$ cat config.mk
export PLATFORM = sky130hd
export DESIGN_NAME = tim_oc_pair
export DESIGN_NICKNAME = d
export VERILOG_FILES = /design/src/rtl/tim_oc_pair.sv
export SDC_FILE = /design/constraint.sdc
export NUM_CORES = 1
export LEC_CHECK = 0
export ABC_AREA = 1
export BUFFER_PORTS_ARGS = -buffer_cell sky130_fd_sc_hd__buf_2
export CAP_MARGIN = 20
export CELL_PAD_IN_SITES_DETAIL_PLACEMENT = 1
export CELL_PAD_IN_SITES_GLOBAL_PLACEMENT = 1
export CORE_UTILIZATION = 39
export CTS_CLUSTER_DIAMETER = 80
export DETAILED_ROUTE_END_ITERATION = 7
export HOLD_SLACK_MARGIN = 0.02
export PLACE_DENSITY = 0.87
export SYNTH_ARGS = -nofsm -noshare
export SYNTH_HDL_FRONTEND = slang
export SYNTH_SLANG_ARGS = --single-unit
$ cat constraint.sdc
create_clock -name clk -period 2.1 [get_ports clk]
set_input_delay 0.21 -clock clk [delete_from_list [all_inputs] [get_ports clk]]
set_output_delay 0.21 -clock clk [all_outputs]
set_load 0.005 [all_outputs]
$ cat src/rtl/tim_oc_pair.sv
module tim_oc_pair #(
  parameter int CW = 16
) (
  input  logic          clk,
  input  logic          rst_n,
  input  logic [CW-1:0] cnt,
  input  logic          cnt_down,
  input  logic          trig,
  input  logic          mode_we,
  input  logic [31:0]   mode_wdata,
  input  logic [1:0]    cmp_we,
  input  logic [CW-1:0] cmp_wdata,
  output logic          ref_a,
  output logic          ref_b,
  output logic          ref_mix
);

  logic [3:0]    mode_q [2];
  logic [CW-1:0] cmp_q  [2];
  logic [1:0] ref_q, lvl_q, frz_q, hit_q;
  logic [1:0] eq, lvl, hit_n, frz, ref_n;
  logic       dn_q;

  logic [3:0] mode_wr [2];
  assign mode_wr[0] = {mode_wdata[16], mode_wdata[6:4]};
  assign mode_wr[1] = {mode_wdata[24], mode_wdata[14:12]};

  always_comb begin
    for (int i = 0; i < 2; i++) begin
      eq[i]    = (cnt == cmp_q[i]);
      lvl[i]   = cnt_down ? (cnt <= cmp_q[i]) : (cnt < cmp_q[i]);
      hit_n[i] = trig | (hit_q[i] & ~eq[i]);
      frz[i]   = (mode_q[i] == 4'd0) || (mode_q[i] == 4'd10) || (mode_q[i] == 4'd11);
      case (mode_q[i])
        4'd1:                ref_n[i] = eq[i] ? 1'b1 : ref_q[i];
        4'd2:                ref_n[i] = eq[i] ? 1'b0 : ref_q[i];
        4'd3:                ref_n[i] = eq[i] ^ ref_q[i];
        4'd4:                ref_n[i] = 1'b0;
        4'd5:                ref_n[i] = 1'b1;
        4'd6, 4'd12, 4'd14:  ref_n[i] = (lvl[i] != lvl_q[i] || frz_q[i]) ? lvl[i] : ref_q[i];
        4'd7, 4'd13, 4'd15:  ref_n[i] = (lvl[i] != lvl_q[i] || frz_q[i]) ? ~lvl[i] : ref_q[i];
        4'd8:                ref_n[i] = hit_n[i] ^ cnt_down;
        4'd9:                ref_n[i] = ~(hit_n[i] ^ cnt_down);
        default:             ref_n[i] = ref_q[i];
      endcase
    end
  end

  always_ff @(posedge clk) begin
    if (!rst_n) begin
      for (int i = 0; i < 2; i++) begin
        mode_q[i] <= '0;
        cmp_q[i]  <= '0;
      end
      ref_q <= '0;
      lvl_q <= '0;
      frz_q <= 2'b11;
      hit_q <= '0;
      dn_q  <= 1'b0;
    end else begin
      ref_q <= ref_n;
      lvl_q <= lvl;
      frz_q <= frz;
      hit_q <= hit_n;
      dn_q  <= cnt_down;
      for (int i = 0; i < 2; i++) begin
        if (mode_we)   mode_q[i] <= mode_wr[i];
        if (cmp_we[i]) cmp_q[i]  <= cmp_wdata;
      end
    end
  end

  assign ref_a = ref_q[0];
  assign ref_b = ref_q[1];

  always_comb begin
    case (mode_q[0])
      4'd12:        ref_mix = ref_q[0] | ref_q[1];
      4'd13:        ref_mix = ref_q[0] & ref_q[1];
      4'd14, 4'd15: ref_mix = dn_q ? ref_q[1] : ref_q[0];
      default:      ref_mix = ref_q[0];
    endcase
  end

  p_frozen_hold_r2: assert property (@(posedge clk) disable iff (!rst_n)
    (mode_q[0] == 4'd0) |=> $stable(ref_a));

  p_match_set_r3: assert property (@(posedge clk) disable iff (!rst_n)
    (mode_q[0] == 4'd1 && cnt == cmp_q[0]) |=> ref_a);

  p_match_clr_r3: assert property (@(posedge clk) disable iff (!rst_n)
    (mode_q[1] == 4'd2 && cnt == cmp_q[1]) |=> !ref_b);

  p_toggle_r4: assert property (@(posedge clk) disable iff (!rst_n)
    (mode_q[0] == 4'd3 && cnt == cmp_q[0]) |=> (ref_a != $past(ref_a)));

  p_force_low_r5: assert property (@(posedge clk) disable iff (!rst_n)
    (mode_q[0] == 4'd4) |=> !ref_a);

  p_force_high_r5: assert property (@(posedge clk) disable iff (!rst_n)
    (mode_q[1] == 4'd5) |=> ref_b);

  p_opm_trig_r10: assert property (@(posedge clk) disable iff (!rst_n)
    (mode_q[0] == 4'd8 && trig && !cnt_down) |=> ref_a);

endmodule

## After elaboration in Yosys (flattened, before gate mapping)

Memory sizes are Yosys's and may differ from the RTL's.
Cells that the tools add are included.

| storage, ports and cells | value |
|---|---|
| memories kept | 2 |
| bits in registers | 9 |
| word-level logic and storage cells | 119 |
| memory bits (writable) | 40 |

Memory list:

| memory | words | bits a word | rd ports | clocked after Yosys merged registers in | wr ports | line | text |
|---|---|---|---|---|---|---|---|
| cmp_q | 2 | 16 | 2 | 0 | 2 | 19 | `logic [CW-1:0] cmp_q [2];` |
| mode_q | 2 | 4 | 2 | 0 | 2 | 18 | `logic [3:0] mode_q [2];` |

| operators by class | value |
|---|---|
| equal/unequal tests | 42 |
| order comparisons | 4 |
| bitwise logic cells | 20 |
| reductions and logical operators | 17 |
| multiplexer cells | 28 |

Operators with widths:

| cell | number |
|---|---|
| 4-bit == test, second input constant | 16 |
| 16-bit == test | 2 |
| 4-bit by 3-bit == test with 1-bit output, second input constant | 8 |
| 16-bit less-or-equal comparator | 2 |
| 16-bit less-than comparator | 2 |
| 16-bit 2-to-1 mux | 2 |
| 1-bit 2-to-1 mux | 21 |
| 1-bit one-hot mux with 9 select lines | 2 |
| 9-bit nonzero test | 2 |
| 4-bit by 2-bit == test with 1-bit output, second input constant | 4 |
| 2-bit inequality test, second input constant | 8 |
| 3-bit OR reduction | 4 |
| 5-bit AND reduction | 2 |
| 4-bit by 1-bit == test with 1-bit output, second input constant | 2 |
| 4-bit logical NOT | 2 |
| 4-bit 2-to-1 mux | 2 |
| 1-bit bitwise OR | 7 |
| 1-bit logical OR | 6 |
| 1-bit inverter | 6 |
| 1-bit bitwise XOR | 4 |
| 1-bit bitwise AND | 3 |
| 1-bit one-hot mux with 3 select lines | 1 |
| 1-bit inequality test | 2 |
| 2-bit OR reduction | 1 |

## Depth between registers and ports, before layout

Gate-level depths: netlist (run 1).

| logic depth | value |
|---|---|
| depth in word-level cells | 7 |
| mapped depth | 18 |
| depth with buffers taken out | 18 |

## Worst setup path after synthesis (run 1)

No wires, ideal clock.

| timing path | value |
|---|---|
| path kind | reg2reg |
| from | memory cmp_q[0][15] |
| to | register ref_q[0] |
| arrival | 1.530 ns |
| cell stages (with the launch flop) | 16 |
| data required time | 1.987 ns |
| setup slack | 0.457 ns |
| library setup time | 0.113 ns |
| cells stage by stage | edfxtp_1 -> inv_1 -> ha_1 -> nand2_2 -> nor2_4 -> nand2_2 -> nor2_4 -> inv_2 -> nand2_2 -> nand3_1 -> nand3_1 -> nand2_1 -> nor2_1 -> nand2_1 -> nor2_1 -> nor2_1 |

RTL lines:

| element | line | text |
|---|---|---|
| start, declared | 19 |  |
| end signal, assigned | 61 | `ref_q <= ref_n;` |
| end, declared | 20 | `logic [1:0] ref_q, lvl_q, frz_q, hit_q;` |

==> results of run 1 <==
==> registers in the layout, summed over array words and instances, names as in the netlist <==
signal and count:
cmp_q 32, dn_q 1, frz_q 2, hit_q 2
lvl_q 2, mode_q 8, ref_q 2
==> critical path: stages (launching register included) <==
cell	delay (ps)
edfxtp_1	350
inv_1	50
ha_1	300
nand2_2	80
nor2_4	130
nand2_2	80
nor2_4	140
inv_2	60
nand2_2	80
nand2_1	70
nand2_2	80
a21oi_1	70
nor2_1	100
nand2_1	50
nor2_1	80
nor2_1	50
==> routing by layer <==
| layer | vias to the layer above | GRT usage, % | part of all wire, % |
|---|---|---|---|
| li1 | 1272 | - | - |
| met1 | 1184 | 19.8 | 40 |
| met2 | 43 | 36.3 | 54 |
| met3 | 18 | 2.45 | 2.8 |
| met4 | 0 | 8.06 | 3.0 |
| met5 | - | 0 | 0 |
==> synth_stat cells (3+ instances only) <==
library cell	number
o21ai_0	6
dfxtp_1	9
a21oi_1	19
or2_2	5
nand2_1	77
edfxtp_1	40
nor2_1	52
ha_1	32
inv_1	86
nand3_1	14
nand2_2	3
a211oi_1	5
==> timing repair <==
| item | 4_1_cts | 5_1_grt |
|---|---|---|
| resized for setup | 0 | 5 |
| hold endpoints to repair | 0 | 0 |
| endpoints found under the setup margin | 0 | 2 |
==> cell type report <==
type | instances | share of cell area, %
multi-input cells | 230 | 37.7
flip-flops and latches | 49 | 39.8
clock buffers | 7 | 2.20
inverters | 87 | 9.40
repair buffers | 50 | 7.28
well taps | 99 | 3.57
clock inverters | 1 | 0.108
==> how the worst max path moves through the flow <==
| stage | end | slack [ps] | cells past startpoint |
|---|---|---|---|
| floorplan | ref_q[0] | 460 | 15 |
| global placement | ref_q[1] | 250 | 15 |
| detailed placement | ref_q[0] | 170 | 15 |
| CTS | ref_q[0] | 150 | 15 |
| global route | ref_q[1] | 3 | 15 |
| finish | ref_q[0] | 190 | 15 |
==> where the power goes <==
part | internal (mW) | switching [mW]
combinational | 0.200 | 0.312
clock | 0.233 | 0.311
sequential | 1.15 | 0.0448
total | 1.58 | 0.668
==> logic make-up (layout without fill, tap and decap cells) <==
group,after synthesis,in the layout,synth area share (%)
AND/OR/NAND/NOR,160,160,22.3
buffers and inverters,88,145,11.0
flip-flops,49,49,46.0
AO/OA/AOI/OAI,37,37,7.13
adder cells (fa/ha/maj),32,32,13.3
XOR/XNOR,1,1,0.292
==> metrics by stage <==
step	utilization, %	worst slack [ps]	std cells
floorplan	-	457	367
global placement	46.0	252	515
detailed placement	46.0	166	515
CTS	47.1	146	523
global route	47.4	3.03	523
finish	47.4	192	523
==> impl_metrics.env, run 1 <==
export IMPL_via_per_inst=4.81
export IMPL_multi_input_area_sq_mm=0.00131
export IMPL_crit_required_ps=2300
export IMPL_clk_pin_slew_worst_paths_ps=80
export IMPL_async_flop_share_pct=0
export IMPL_numCtsBuffers=5
export IMPL_max_freq_mhz=524
export IMPL_critPathMaxFanout=3
export IMPL_track_usage_pct=18.6
export IMPL_core_area_sq_mm=0.00733
export IMPL_cts_htree_levels=2
export IMPL_grt_pass1_wl_microns=12000
export IMPL_final_antenna_net_count=0
export IMPL_crit_start="cmp_q[0][15]"
export IMPL_holdPathStages=3
export IMPL_clk_path_buf_depth=2
export IMPL_synth_top_cell_by_area="edfxtp_1"
export IMPL_synth_seq_cells=49
export IMPL_outcome="finished, final reports clean"
export IMPL_cp_data_arrival_time_ps=2110
export IMPL_reg2reg_from="cmp_q[0][15]"
export IMPL_layout_commonest_cell="inv_1"
export IMPL_vdd_drop_max_uv=292
export IMPL_grt_antenna_before_repair=0
export IMPL_period_share_pct=90.9
export IMPL_drive_gt1_share_pct=17.2
export IMPL_setup_viol=0
export IMPL_path_class="flop to flop"
export IMPL_synth_cell_types=26
export IMPL_hold_end="dn_q"
export IMPL_powerDensity_mw_per_mm2=647
export IMPL_synth_area_sq_mm=0.00300
export IMPL_clock_latency_ps=300
export IMPL_postCtsSetupRepairBufs=0
export IMPL_netlist_instances=367
export IMPL_ys_top_cells_by_area="edfxtp_1 (40%), ha_1 (13%), inv_1 (11%)"
export IMPL_syn_nets=470
export IMPL_core_rowCount=31
export IMPL_cp_start_kind="flop"
export IMPL_io_buffers=49
export IMPL_routed_via_count=2517
export IMPL_root_buffer="clkbuf_8"
export IMPL_num_nets_final=526
export IMPL_place_congestion=0.809
export IMPL_initial_core_util_pct=41.0
export IMPL_placed_area_sq_mm=0.00338
export IMPL_syn_to_final_growth_pct=15.7
export IMPL_cts_hold_buf=0
export IMPL_nFillCells=935
export IMPL_hold_violations=0
export IMPL_mostFrequentLayoutCells="inv_1 (86), nand2_1 (76), nor2_1 (50)"
export IMPL_syn_avg_cell_area_sq_um=8.18
export IMPL_worstMarginPinSlew_ps=447
export IMPL_yosysWarnings=0
export IMPL_hp_class="input port to flop"
export IMPL_antenna_cells=0
export IMPL_synth_top_cell_area_share_pct=40.0
export IMPL_overflow=0
export IMPL_layout_min_cycle_time_ps=1910
export IMPL_grt_max_degree=17
export IMPL_wl_per_cell_microns=13.6
export IMPL_r2r_slack_ps=190
export IMPL_setup_tns_ps=0
export IMPL_synth_ff_type="edfxtp_1"
export IMPL_grt_setup_unrepaired="no"
export IMPL_timing_rr_end="ref_q[0]"
export IMPL_min_from="rst_n"
export IMPL_drv_cap=0
export IMPL_timing_slew_headroom_pct=70.2
export IMPL_drt_iter0_drc=63
export IMPL_skew_ps=5.52
export IMPL_die_x_microns=89.7
export IMPL_pin_count=74
export IMPL_synth_edf_count=40
export IMPL_p_total_mw=2.25
export IMPL_ff_latch_area_sq_mm=0.00138
export IMPL_hpwlAfterDp_microns=5750
export IMPL_fin_hold_ws_ps=190
export IMPL_finalMaxSlewViolations=0
export IMPL_grt_pass1_vias=2754
export IMPL_cp_end_kind="flop"
export IMPL_dieHeight_microns=89.7
export IMPL_dieArea_sq_mm=0.00805
export IMPL_r2r_cells=15
export IMPL_ys_seq_area_share_pct=46.0
export IMPL_clkSinkCount=49
export IMPL_final_area_sq_mm=0.00347
export IMPL_route_detailed_drc=0
export IMPL_leakage_nw=1.78
export IMPL_cts_tree="yes"
export IMPL_routed_wl_microns=7130
export IMPL_drt_pass1_iterations=4
No activity file was read; power rests on OpenSTA's default activity.
==> run 2: changes to the inputs <==
==> config.mk (replaced) <==
export PLATFORM = sky130hd
export DESIGN_NAME = tim_oc_pair
export DESIGN_NICKNAME = d
export VERILOG_FILES = /design/src/rtl/tim_oc_pair.sv
export SDC_FILE = /design/constraint.sdc
export NUM_CORES = 1
export LEC_CHECK = 0
export ABC_AREA = 1
export CAP_MARGIN = 20
export CELL_PAD_IN_SITES_DETAIL_PLACEMENT = 1
export CELL_PAD_IN_SITES_GLOBAL_PLACEMENT = 1
export CORE_UTILIZATION = 40
export CTS_BUF_LIST = sky130_fd_sc_hd__clkbuf_2
export CTS_CLUSTER_DIAMETER = 80
export DETAILED_ROUTE_END_ITERATION = 7
export DONT_BUFFER_PORTS = 1
export HOLD_SLACK_MARGIN = 0.02
export PLACE_DENSITY = 0.69
export SYNTH_ARGS = -nofsm -noshare
export SYNTH_HDL_FRONTEND = slang
export SYNTH_SLANG_ARGS = --single-unit
==> run 2 against run 1 <==
  * Flip-flop and latch count unchanged
  * Non-clock buffer count fell by 20
  * Register-to-register slack improved by 30 ps
  * First-iteration DRC count shrank 1.6%
  * Critical endpoint is now ref_mix
  * Largest cell class unchanged
  * Highest routed layer unchanged
==> impl_metrics.env, run 2 (same netlist as run 1, synthesis figures left out) <==
export IMPL_nFillCells=918
export IMPL_drt_pass1_iterations=4
export IMPL_fin_util_pct=48.1
export IMPL_syn_to_final_growth_pct=16.3
export IMPL_multi_input_area_sq_mm=0.00130
export IMPL_grt_pass1_wl_microns=10800
export IMPL_overflow=0
export IMPL_clk_path_buf_depth=2
export IMPL_hold_violations=0
export IMPL_cts_htree_levels=2
export IMPL_cp_data_arrival_time_ps=1710
export IMPL_outcome="finished, final reports clean"
export IMPL_grt_pass1_vias=2391
export IMPL_die_x_microns=88.6
export IMPL_wl_per_cell_microns=13.5
export IMPL_max_freq_mhz=521
export IMPL_pin_count=74
export IMPL_grt_setup_unrepaired="no"
export IMPL_io_buffers=0
export IMPL_grt_antenna_before_repair=0
export IMPL_ff_latch_area_sq_mm=0.00138
export IMPL_routed_wl_microns=6810
export IMPL_num_nets_final=506
export IMPL_placed_area_sq_mm=0.00313
export IMPL_final_area_sq_mm=0.00349
export IMPL_antenna_cells=0
export IMPL_core_rowCount=31
export IMPL_setup_viol=0
export IMPL_cp_end_kind="output pin"
export IMPL_path_class="flop to output pin"
export IMPL_drv_cap=0
export IMPL_fin_cells=503
export IMPL_layout_min_cycle_time_ps=1920
export IMPL_critPathMaxFanout=6
export IMPL_route_detailed_drc=0
export IMPL_hp_class="input port to flop"
export IMPL_top_register="cmp_q"
export IMPL_leakage_nw=1.70
export IMPL_setup_tns_ps=0
export IMPL_fin_hold_ws_ps=53.8
export IMPL_mostFrequentLayoutCells="inv_1 (85), nand2_1 (77), nor2_1 (48)"
export IMPL_clk_pin_slew_worst_paths_ps=260
export IMPL_worstMarginPinSlew_ps=464
export IMPL_clock_latency_ps=430
export IMPL_grt_max_degree=17
export IMPL_largest_register_ff_count=32
export IMPL_p_total_mw=2.18
export IMPL_initial_core_util_pct=41.4
export IMPL_setup_ws_ps=180
export IMPL_crit_required_ps=1890
export IMPL_skew_ps=17.5
export IMPL_layout_commonest_cell="inv_1"
export IMPL_vdd_drop_max_uv=346
export IMPL_powerDensity_mw_per_mm2=625
export IMPL_root_buffer="clkbuf_2"
export IMPL_dieArea_sq_mm=0.00786
export IMPL_track_usage_pct=18.4
export IMPL_largestRegisters="cmp_q: 32 flops, mode_q: 8 flops"
export IMPL_finalMaxSlewViolations=0
export IMPL_dp_cells=466
export IMPL_place_congestion=0.788
export IMPL_timing_slew_headroom_pct=69.1
export IMPL_period_share_pct=91.4
export IMPL_via_per_inst=4.73
export IMPL_cts_tree="yes"
export IMPL_hpwlAfterDp_microns=5110
export IMPL_drive_gt1_share_pct=6.68
export IMPL_drt_iter0_drc=62
export IMPL_cp_start_kind="flop"
export IMPL_dieHeight_microns=88.6
export IMPL_numCtsBuffers=5
export IMPL_core_area_sq_mm=0.00725
export IMPL_clkSinkCount=49
export IMPL_final_antenna_net_count=0
export IMPL_routed_via_count=2378
export IMPL_dp_slack_ps=151
[run 2: power by group]
part	total (mW)	switching, mW	internal, mW
Sequential	1.19	0.0435	1.15
Combinational	0.482	0.284	0.198
Clock	0.511	0.308	0.203
Total	2.18	0.636	1.55
[run 2: worst max-delay path, stage by stage, from the launching register on]
cell      delay, ps
edfxtp_1        530
inv_1           160
o211ai_1        120
o21ai_0         180
a21boi_0        280
[run 2: repair_timing]
item	CTS	global route
setup buffers	0	1
setup endpoints to repair	0	2
gates resized for setup	0	5
endpoints found under the hold margin	47	0
hold buffers	28	0
[run 2: routing by layer]
metal / GRT usage, % / vias to the layer above / part of all wire [%]
met4: 6.16 / 0 / 1.9
met2: 32.6 / 32 / 50
li1: - / 1232 / -
met5: 0 / - / 0
met1: 22.2 / 1105 / 45
met3: 3.92 / 9 / 3.3
[run 2: path summary, 6_finish.rpt]
| check | startpoint | end | slack (ps) | cells past startpoint |
|---|---|---|---|---|
| max | mode_q[0][1] | ref_mix | 180 | 4 |
| max reg2reg | cmp_q[0][23] | ref_q[1] | 220 | 15 |
| min reg2reg | hit_q[0] | hit_q[0] | 510 | 2 |
| min | rst_n | lvl_q[0] | 50 | 2 |
[run 2: final cells by class]
| class | instances | share of cell area, % |
|---|---|---|
| Clock buffer | 6 | 0.860 |
| Clock inverter | 2 | 0.967 |
| Inverter | 87 | 9.35 |
| Multi-Input combinational cell | 230 | 37.3 |
| Sequential cell | 49 | 39.6 |
| Tap cell | 99 | 3.55 |
| Timing Repair Buffer | 30 | 8.46 |
